File: src/rtl/clkrat_pkg.sv
package clkrat_pkg;

    localparam int unsigned RATIO_LO  = 256;
    localparam int unsigned RATIO_MID = 384;
    localparam int unsigned RATIO_HI  = 512;
    localparam int unsigned CNT_W     = 10;

    typedef enum logic [1:0] {
        CODE_256  = 2'b00,
        CODE_384  = 2'b01,
        CODE_512  = 2'b10,
        CODE_NONE = 2'b11
    } ratio_code_e;

    typedef enum logic [1:0] {
        TRK_SEEK    = 2'b00,
        TRK_CONFIRM = 2'b01,
        TRK_LOCKED  = 2'b10
    } trk_state_e;

    typedef struct packed {
        logic             valid;
        logic             ovf;
        logic [CNT_W-1:0] cycles;
    } period_meas_t;

    // Map a measured period onto a ratio code; anything else is illegal.
    function automatic ratio_code_e classify(input logic [CNT_W-1:0] c);
        ratio_code_e r;
        if (c == CNT_W'(RATIO_LO))       r = CODE_256;
        else if (c == CNT_W'(RATIO_MID)) r = CODE_384;
        else if (c == CNT_W'(RATIO_HI))  r = CODE_512;
        else                             r = CODE_NONE;
        return r;
    endfunction

    // Divider that brings the master clock to 128x the frame rate.
    function automatic logic [2:0] divider_for(input ratio_code_e c);
        logic [2:0] d;
        case (c)
            CODE_256: d = 3'd2;
            CODE_384: d = 3'd3;
            CODE_512: d = 3'd4;
            default:  d = 3'd0;
        endcase
        return d;
    endfunction

endpackage

File: src/rtl/frame_sync.sv
module frame_sync #(
    parameter int unsigned STAGES = 2
) (
    input  logic clk,
    input  logic rst,
    input  logic async_i,
    output logic rise_o
);
    logic [STAGES-1:0] chain;
    logic              last;

    for (genvar i = 0; i < STAGES; i++) begin : g_stage
        if (i == 0) begin : g_first
            always_ff @(posedge clk) begin
                if (rst) chain[0] <= 1'b0;
                else     chain[0] <= async_i;
            end
        end else begin : g_next
            always_ff @(posedge clk) begin
                if (rst) chain[i] <= 1'b0;
                else     chain[i] <= chain[i-1];
            end
        end
    end

    always_ff @(posedge clk) begin
        if (rst) last <= 1'b0;
        else     last <= chain[STAGES-1];
    end

    assign rise_o = chain[STAGES-1] & ~last;

endmodule

File: src/rtl/period_meter.sv
module period_meter
    import clkrat_pkg::*;
#(
    parameter int unsigned OVF_LIMIT = 520
) (
    input  logic         clk,
    input  logic         rst,
    input  logic         edge_i,
    output period_meas_t meas_o
);
    localparam logic [CNT_W-1:0] LIMIT_V = CNT_W'(OVF_LIMIT);
    localparam logic [CNT_W-1:0] SAT_V   = CNT_W'(OVF_LIMIT + 1);

    logic [CNT_W-1:0] cnt;
    logic             seen;

    always_ff @(posedge clk) begin
        if (rst) begin
            cnt    <= '0;
            seen   <= 1'b0;
            meas_o <= '0;
        end else begin
            meas_o.valid <= edge_i & seen;
            meas_o.ovf   <= 1'b0;
            if (edge_i) begin
                meas_o.cycles <= cnt;
                cnt           <= CNT_W'(1);
                seen          <= 1'b1;
            end else begin
                if (cnt != SAT_V) cnt <= cnt + 1'b1;
                if (seen && cnt == LIMIT_V) meas_o.ovf <= 1'b1;
            end
        end
    end

endmodule

File: src/rtl/ratio_tracker.sv
module ratio_tracker
    import clkrat_pkg::*;
(
    input  logic         clk,
    input  logic         rst,
    input  period_meas_t meas_i,
    output logic [1:0]   code_o,
    output logic         locked_o,
    output logic [2:0]   div_o,
    output logic         resync_o
);
    trk_state_e  state;
    ratio_code_e cand;
    ratio_code_e cls;
    logic        legal;

    assign cls   = classify(meas_i.cycles);
    assign legal = (cls != CODE_NONE);

    always_ff @(posedge clk) begin
        if (rst) begin
            state    <= TRK_SEEK;
            cand     <= CODE_NONE;
            resync_o <= 1'b0;
        end else begin
            resync_o <= 1'b0;
            case (state)
                TRK_SEEK: begin
                    if (meas_i.valid && legal) begin
                        cand  <= cls;
                        state <= TRK_CONFIRM;
                    end
                end
                TRK_CONFIRM: begin
                    if (meas_i.ovf) begin
                        state <= TRK_SEEK;
                    end else if (meas_i.valid) begin
                        if (!legal)            state <= TRK_SEEK;
                        else if (cls == cand)  state <= TRK_LOCKED;
                        else                   cand  <= cls;
                    end
                end
                TRK_LOCKED: begin
                    if (meas_i.ovf || (meas_i.valid && cls != cand)) begin
                        resync_o <= 1'b1;
                        state    <= TRK_SEEK;
                    end
                end
                default: state <= TRK_SEEK;
            endcase
        end
    end

    assign locked_o = (state == TRK_LOCKED);
    assign code_o   = locked_o ? cand : CODE_NONE;
    assign div_o    = divider_for(ratio_code_e'(code_o));

endmodule

File: src/rtl/clk_ratio_monitor.sv
module clk_ratio_monitor
    import clkrat_pkg::*;
#(
    parameter int unsigned SYNC_STAGES = 2,
    parameter int unsigned OVF_LIMIT   = 520
) (
    input  logic       mclk,
    input  logic       rst,
    input  logic       frame_in,
    output logic [1:0] ratio_code_o,
    output logic       locked_o,
    output logic [2:0] div_sel_o,
    output logic       resync_o
);
    logic         frame_rise;
    period_meas_t meas;

    frame_sync #(.STAGES(SYNC_STAGES)) u_sync (
        .clk     (mclk),
        .rst     (rst),
        .async_i (frame_in),
        .rise_o  (frame_rise)
    );

    period_meter #(.OVF_LIMIT(OVF_LIMIT)) u_meter (
        .clk    (mclk),
        .rst    (rst),
        .edge_i (frame_rise),
        .meas_o (meas)
    );

    ratio_tracker u_track (
        .clk      (mclk),
        .rst      (rst),
        .meas_i   (meas),
        .code_o   (ratio_code_o),
        .locked_o (locked_o),
        .div_o    (div_sel_o),
        .resync_o (resync_o)
    );

endmodule

File: config.mk
export PLATFORM = sky130hd
export DESIGN_NAME = clk_ratio_monitor
export DESIGN_NICKNAME = d
export VERILOG_FILES = /design/src/rtl/clkrat_pkg.sv /design/src/rtl/frame_sync.sv /design/src/rtl/period_meter.sv /design/src/rtl/ratio_tracker.sv /design/src/rtl/clk_ratio_monitor.sv
export SDC_FILE = /design/constraint.sdc
export NUM_CORES = 1
export LEC_CHECK = 0
export ABC_CLOCK_PERIOD_IN_PS = 3550
export CAP_MARGIN = 25
export CORE_UTILIZATION = 57
export CTS_BUF_LIST = sky130_fd_sc_hd__clkbuf_4 sky130_fd_sc_hd__clkbuf_8 sky130_fd_sc_hd__clkbuf_16
export CTS_CLUSTER_SIZE = 8
export DETAILED_ROUTE_END_ITERATION = 10
export PLACE_DENSITY = 0.78
export SLEW_MARGIN = 10
export SYNTH_ARGS = -nofsm -noshare
export SYNTH_HDL_FRONTEND = slang
export SYNTH_SLANG_ARGS = --single-unit
File: constraint.sdc
create_clock -name mclk -period 3.55 [get_ports mclk]
set_input_delay 0.71 -clock mclk [delete_from_list [all_inputs] [get_ports mclk]]
set_output_delay 0.71 -clock mclk [all_outputs]
set_load 0.05 [all_outputs]
---- Word-level counts from Yosys, hierarchy flattened ----
Cells that the tools add are included.
word-level totals
  register bits after elaboration ......... 31
  input port bits ......................... 3
  output and inout port bits .............. 7
  word-level logic and storage cells ...... 71
cells by class
  $add $sub $neg .......................... 1
  equal/unequal tests ..................... 20
  muxes and demuxes ....................... 22
  bitwise logic cells ..................... 4
  reduce and logical (&&, ||, !) cells .... 12
operator list
  operator               count
  $mux 2                 14
  $eq 10x10->1 const B   2
  $eq 10x9->1 const B    2
  $add 10x1->10 const B  1
  $ne 10x10->1 const B   1
  $ne 2x2->1 const B     5
  $pmux 3 s3             1
  $pmux 2 s3             1
  $reduce_and 6->1       1
  $mux 1                 5
  $eq 2x1->1 const B     2
  $eq 2x2->1 const B     2
  $logic_not 2->1        2
  $ne 2x1->1 const B     2
  $ne 4x4->1 const B     1
  $pmux 2 s2             1
  $reduce_and 4->1       1
  $reduce_bool 2->1      2
  $reduce_or 2->1        2
  $logic_and 1x1->1      3
  $ne 3x3->1 const B     1
  $and 1x1->1            2
  $eq 2x2->1             1
  $ne 2x2->1             1
  other kinds (2)        3

---- Logic depth before layout (Yosys ltp) ----
  depth in word-level cells ............... 10
  gate-level depth with buffers ........... 7
  mapped depth without buffers ............ 6

---- By module ----
A second synthesis with hierarchy kept.
second synthesis, totals
  cells, all modules ...................... 154
  area total of the unflattened synthesis .. 1423.9 sq um
by module, submodules not included
  module         times used  cells each  area an instance (sq um)  sequential area each (sq um)
  period_meter   1           102         957.2                     460.4
  ratio_tracker  1           45          379.1                     100.1
  frame_sync     1           7           87.6                      60.1

---- Worst setup path after synthesis ----
Ideal clock, no wire load.
  kind .................................... flip-flop to output port
  start ................................... register u_track.state[0]
  end ..................................... output port div_sel_o[0]
  arrival time ............................ 1.889 ns
  data required time ...................... 2.840 ns
  setup slack ............................. 0.951 ns
  stages on the path, launching flop included .. 5
  buffers on the path ..................... 1
  cells stage by stage .................... dfxtp_1 > clkbuf_1 > nand2b_1 > nor2_1 > and2_1
between the ends
  cells in the longest elaborated chain, start to end .. 4
  elaborated cells between the ends (all ways) .. 6
  classes of those cells .................. eq/ne: 3; mux: 2; reduce/logical: 1
RTL lines
  what                                RTL line                 text
  start, declared                     ratio_tracker.sv:12      trk_state_e state;
  start signal, assigned              ratio_tracker.sv:22      state <= TRK_SEEK;
  start signal, assigned              ratio_tracker.sv:31      state <= TRK_CONFIRM;
  start signal, assigned              ratio_tracker.sv:36      state <= TRK_SEEK;
  $eq 2x2->1 (*)                      ratio_tracker.sv:54      assign locked_o = (state == TRK_LOCKED);
  $mux 2 (*)                          ratio_tracker.sv:55      assign code_o = locked_o ? cand : CODE_NONE;
  $eq 2x2->1 (tied with other cells)  clkrat_pkg.sv:40         case (c)
  $pmux 3 s3 (*)                      clkrat_pkg.sv:40
  end, declared                       clk_ratio_monitor.sv:12  output logic [2:0] div_sel_o,
Mark *: on every way between the ends. The rest lies on a longest branch, timed or not.

---- Worst setup path after layout ----
  start ................................... register u_track.state[0]
  end ..................................... output port div_sel_o[2]
The elaborated chain is that of the path after synthesis.

==> impl_metrics.ini <==
[min_path]
worstHoldStart = u_meter.meas_o[1]
min_path_type = reg2reg
min_to = u_meter.meas_o[1]
whs_path_depth = 2

[synthesis]
synth_edf_count = 0
syn_nets = 183
syn_area_sq_um = 1480
synth_fa_ha_area_share_pct = 2.54
ys.flop_type = dfxtp_1
synth_cell_type_count = 39
synth_compound_area_share_pct = 14.5
synth_top_area_share_pct = 42.0
async_flop_share_pct = 0
ys_ff_latch = 31
muxShareOfSynthArea_pct = 0.678
ys_warn_count = 0
synthCells = 177
synth_largest_area_cell = dfxtp_1
synth_area_leaders = dfxtp_1 (42%), nand2_1 (6.4%), a21oi_1 (5.4%)
synth-simple-area-share_pct = 30.5
synth_seq_area_share_pct = 42.0
syn_area_per_cell_sq_um = 8.34
synth_xor_area_share_pct = 5.93
synth_top_family_by_area = simple AND/OR/NAND/NOR gates

[critical_path]
r2r_end = u_track.state[0]
cp.required_ns = 2.84
rr_startpoint = u_meter.meas_o[9]
cp-start-kind = register
crit_type = reg2out
cp_max_fo = 8
r2r_slack_ns = 1.73
reg2regPathDepth = 5
crit_chain = nand2b_1 > or2_2 > nor2_1 > clkdlybuf4s50_1
cp_slowest_cell = clkdlybuf4s50_1
worstPathArrival_ns = 2.15
end_kind = output port
max_stage_delay_ns = 0.80

[grt]
antenna_found_initial = 0
grt_pass1_wl_um = 4880
grt_max_degree = 17
grt-ovfl-total = 0
grt_pass1_vias = 1069
grt_usage_pct = 25.3

[cells_and_area]
area_growth_pct = 11.8
final_util_pct = 67.2
final_cell_mix = dfxtp_1 (31), nand2_1 (25), nor2_1 (16), a21oi_1 (16), clkdlybuf4s50_1 (9)
final_common_cell = dfxtp_1
drive_above_1_share_pct = 6.99
layout.nets = 191
antenna_cells = 0

[floorplan]
num_rows = 18
die_height_um = 52.9
io_pins = 10
die-area_sq_um = 2800
start_util_pct = 60.1
die_w_um = 52.9
coreArea_sq_um = 2450

[sta]
slew_violations = 0
period_minus_slack_ns = 2.86
tightest_slew_ns = 0.734
rsz0062_at_grt = no
tns_ns = 0
setup_viol = 0
min_period_over_period_pct = 80.4
fmax_mhz = 350
fin_worst_skew_ns = 0.00753
holdWs_ns = 0.461
slew_headroom_pct = 50.9
finalHoldViolations = 0

[job]
cap_violations = 0

[clock_network]
cts.sinks = 31
clk_latency_ns = 0.33
cts_buffers = 5
clk_pin_slew_ns = 0.09
htree_levels = 2
cts_buffer_depth = 2
cts_root_buf = clkbuf_4
cts_resized = 0
cts_tree = done
post_cts.repair.setup_buffers = 0
cts_hold_buf = 0

[placement]
dp_hpwl_um = 2140
portBuffers = 9
gp_congestion = 0.878

[route]
vias = 1235
ant_nets = 0
wl_um = 2980
drc = 0
drtIter0Drc = 25
via_per_inst = 5.72
drtPass1Iterations = 4
wire_per_inst_um = 13.8

[power_and_ir_drop]
p_sw_w = 0.000141
clkPwrFrac_pct = 38.4
swShare_pct = 22.5
seqPwrFrac_pct = 57.3
p_leak_nw = 0.609
p_comb_share_pct = 4.3
peakVddDrop_v = 0.000362
p_int_w = 0.000487
power.density_nw_per_um2 = 381

[status]
status = finished clean
sequential cells by signal (all words and copies together) (netlist names):
| register | cells |
|---|---|
| u_meter.cnt | 10 |
| u_track.cand | 2 |
| u_meter.meas_o | 12 |
| u_track.resync_o | 1 |
| u_sync.chain | 2 |
| u_track.state | 2 |
| u_sync.last | 1 |
| u_meter.seen | 1 |
area by class of cell:
type	count	area, sq um
clock buffer	8	72.6
fill	205	805
inverter	6	22.5
multi-input combinational	131	800
sequential	31	621
tap	30	37.5
timing repair buffer	10	97.6
how the worst max path moves through the flow:
stage | from | end | slack (ns) | cells after the start
after CTS | u_track.state[0] | div_sel_o[2] | 0.68 | 4
after floorplan | u_track.state[0] | div_sel_o[0] | 0.95 | 4
after global placement | u_track.state[0] | div_sel_o[2] | 1.08 | 4
final | u_track.state[0] | div_sel_o[2] | 0.69 | 4
after global routing | u_track.state[0] | div_sel_o[2] | 0.59 | 4
after detailed placement | u_track.state[0] | div_sel_o[2] | 1.06 | 4
per-layer routing:
layer  track usage [%]  part of all wire, %
met1              27.4                   40
met2              43.0                   52
met3              9.48                  4.5
met4              12.3                  2.7
met5                 0                    0
through the flow:
stage	std cells	worst slack [ns]	instance area (sq um)	power [W]
6_report	216	0.694	1650	0.000628
5_1_grt	216	0.593	1650	0.000657
4_1_cts	216	0.681	1650	0.000636
3_5_place_dp	208	1.06	1580	0.000395
3_3_place_gp	208	1.08	1580	0.000394
2_1_floorplan	177	0.951	1480	0.000387
worst max-delay path, delay by kind of cell (launching register included):
family                 cells  cell delay, ns
buffers and inverters      1            0.80
DFF                        1            0.38
and+or+nand+nor            3            0.64
cell usage after synthesis, drive strengths merged, types with 2 or more instances:
library cell   n
clkbuf         8
and2b          2
a311oi         2
nor3b          2
ha             3
or2            2
xnor2          3
nor4           2
nor4b          2
a221oi         2
inv            6
o211ai         2
and3           4
nand3          7
o21a           2
a21oi         16
and2           2
nor2b          4
dfxtp         31
o21ai          2
o41ai          2
nor3           8
nand2b         6
nand2         25
nor2          16
xor2           7
power by group through the flow:
stage          logic (W)  registers, W  clock network, W
6_report       0.0000272      0.000360          0.000241
5_1_grt        0.0000315      0.000361          0.000264
4_1_cts        0.0000273      0.000360          0.000248
3_5_place_dp   0.0000272      0.000368                 0
3_3_place_gp   0.0000263      0.000368                 0
2_1_floorplan  0.0000212      0.000366                 0
logic make-up after synthesis:
group / after synthesis
xor+xnor: 10
fa+ha+maj: 3
compound gates: 32
simple gates: 85
buf+inv: 15
mux: 1
flops: 31
No activity file was read; power rests on OpenSTA's default activity.
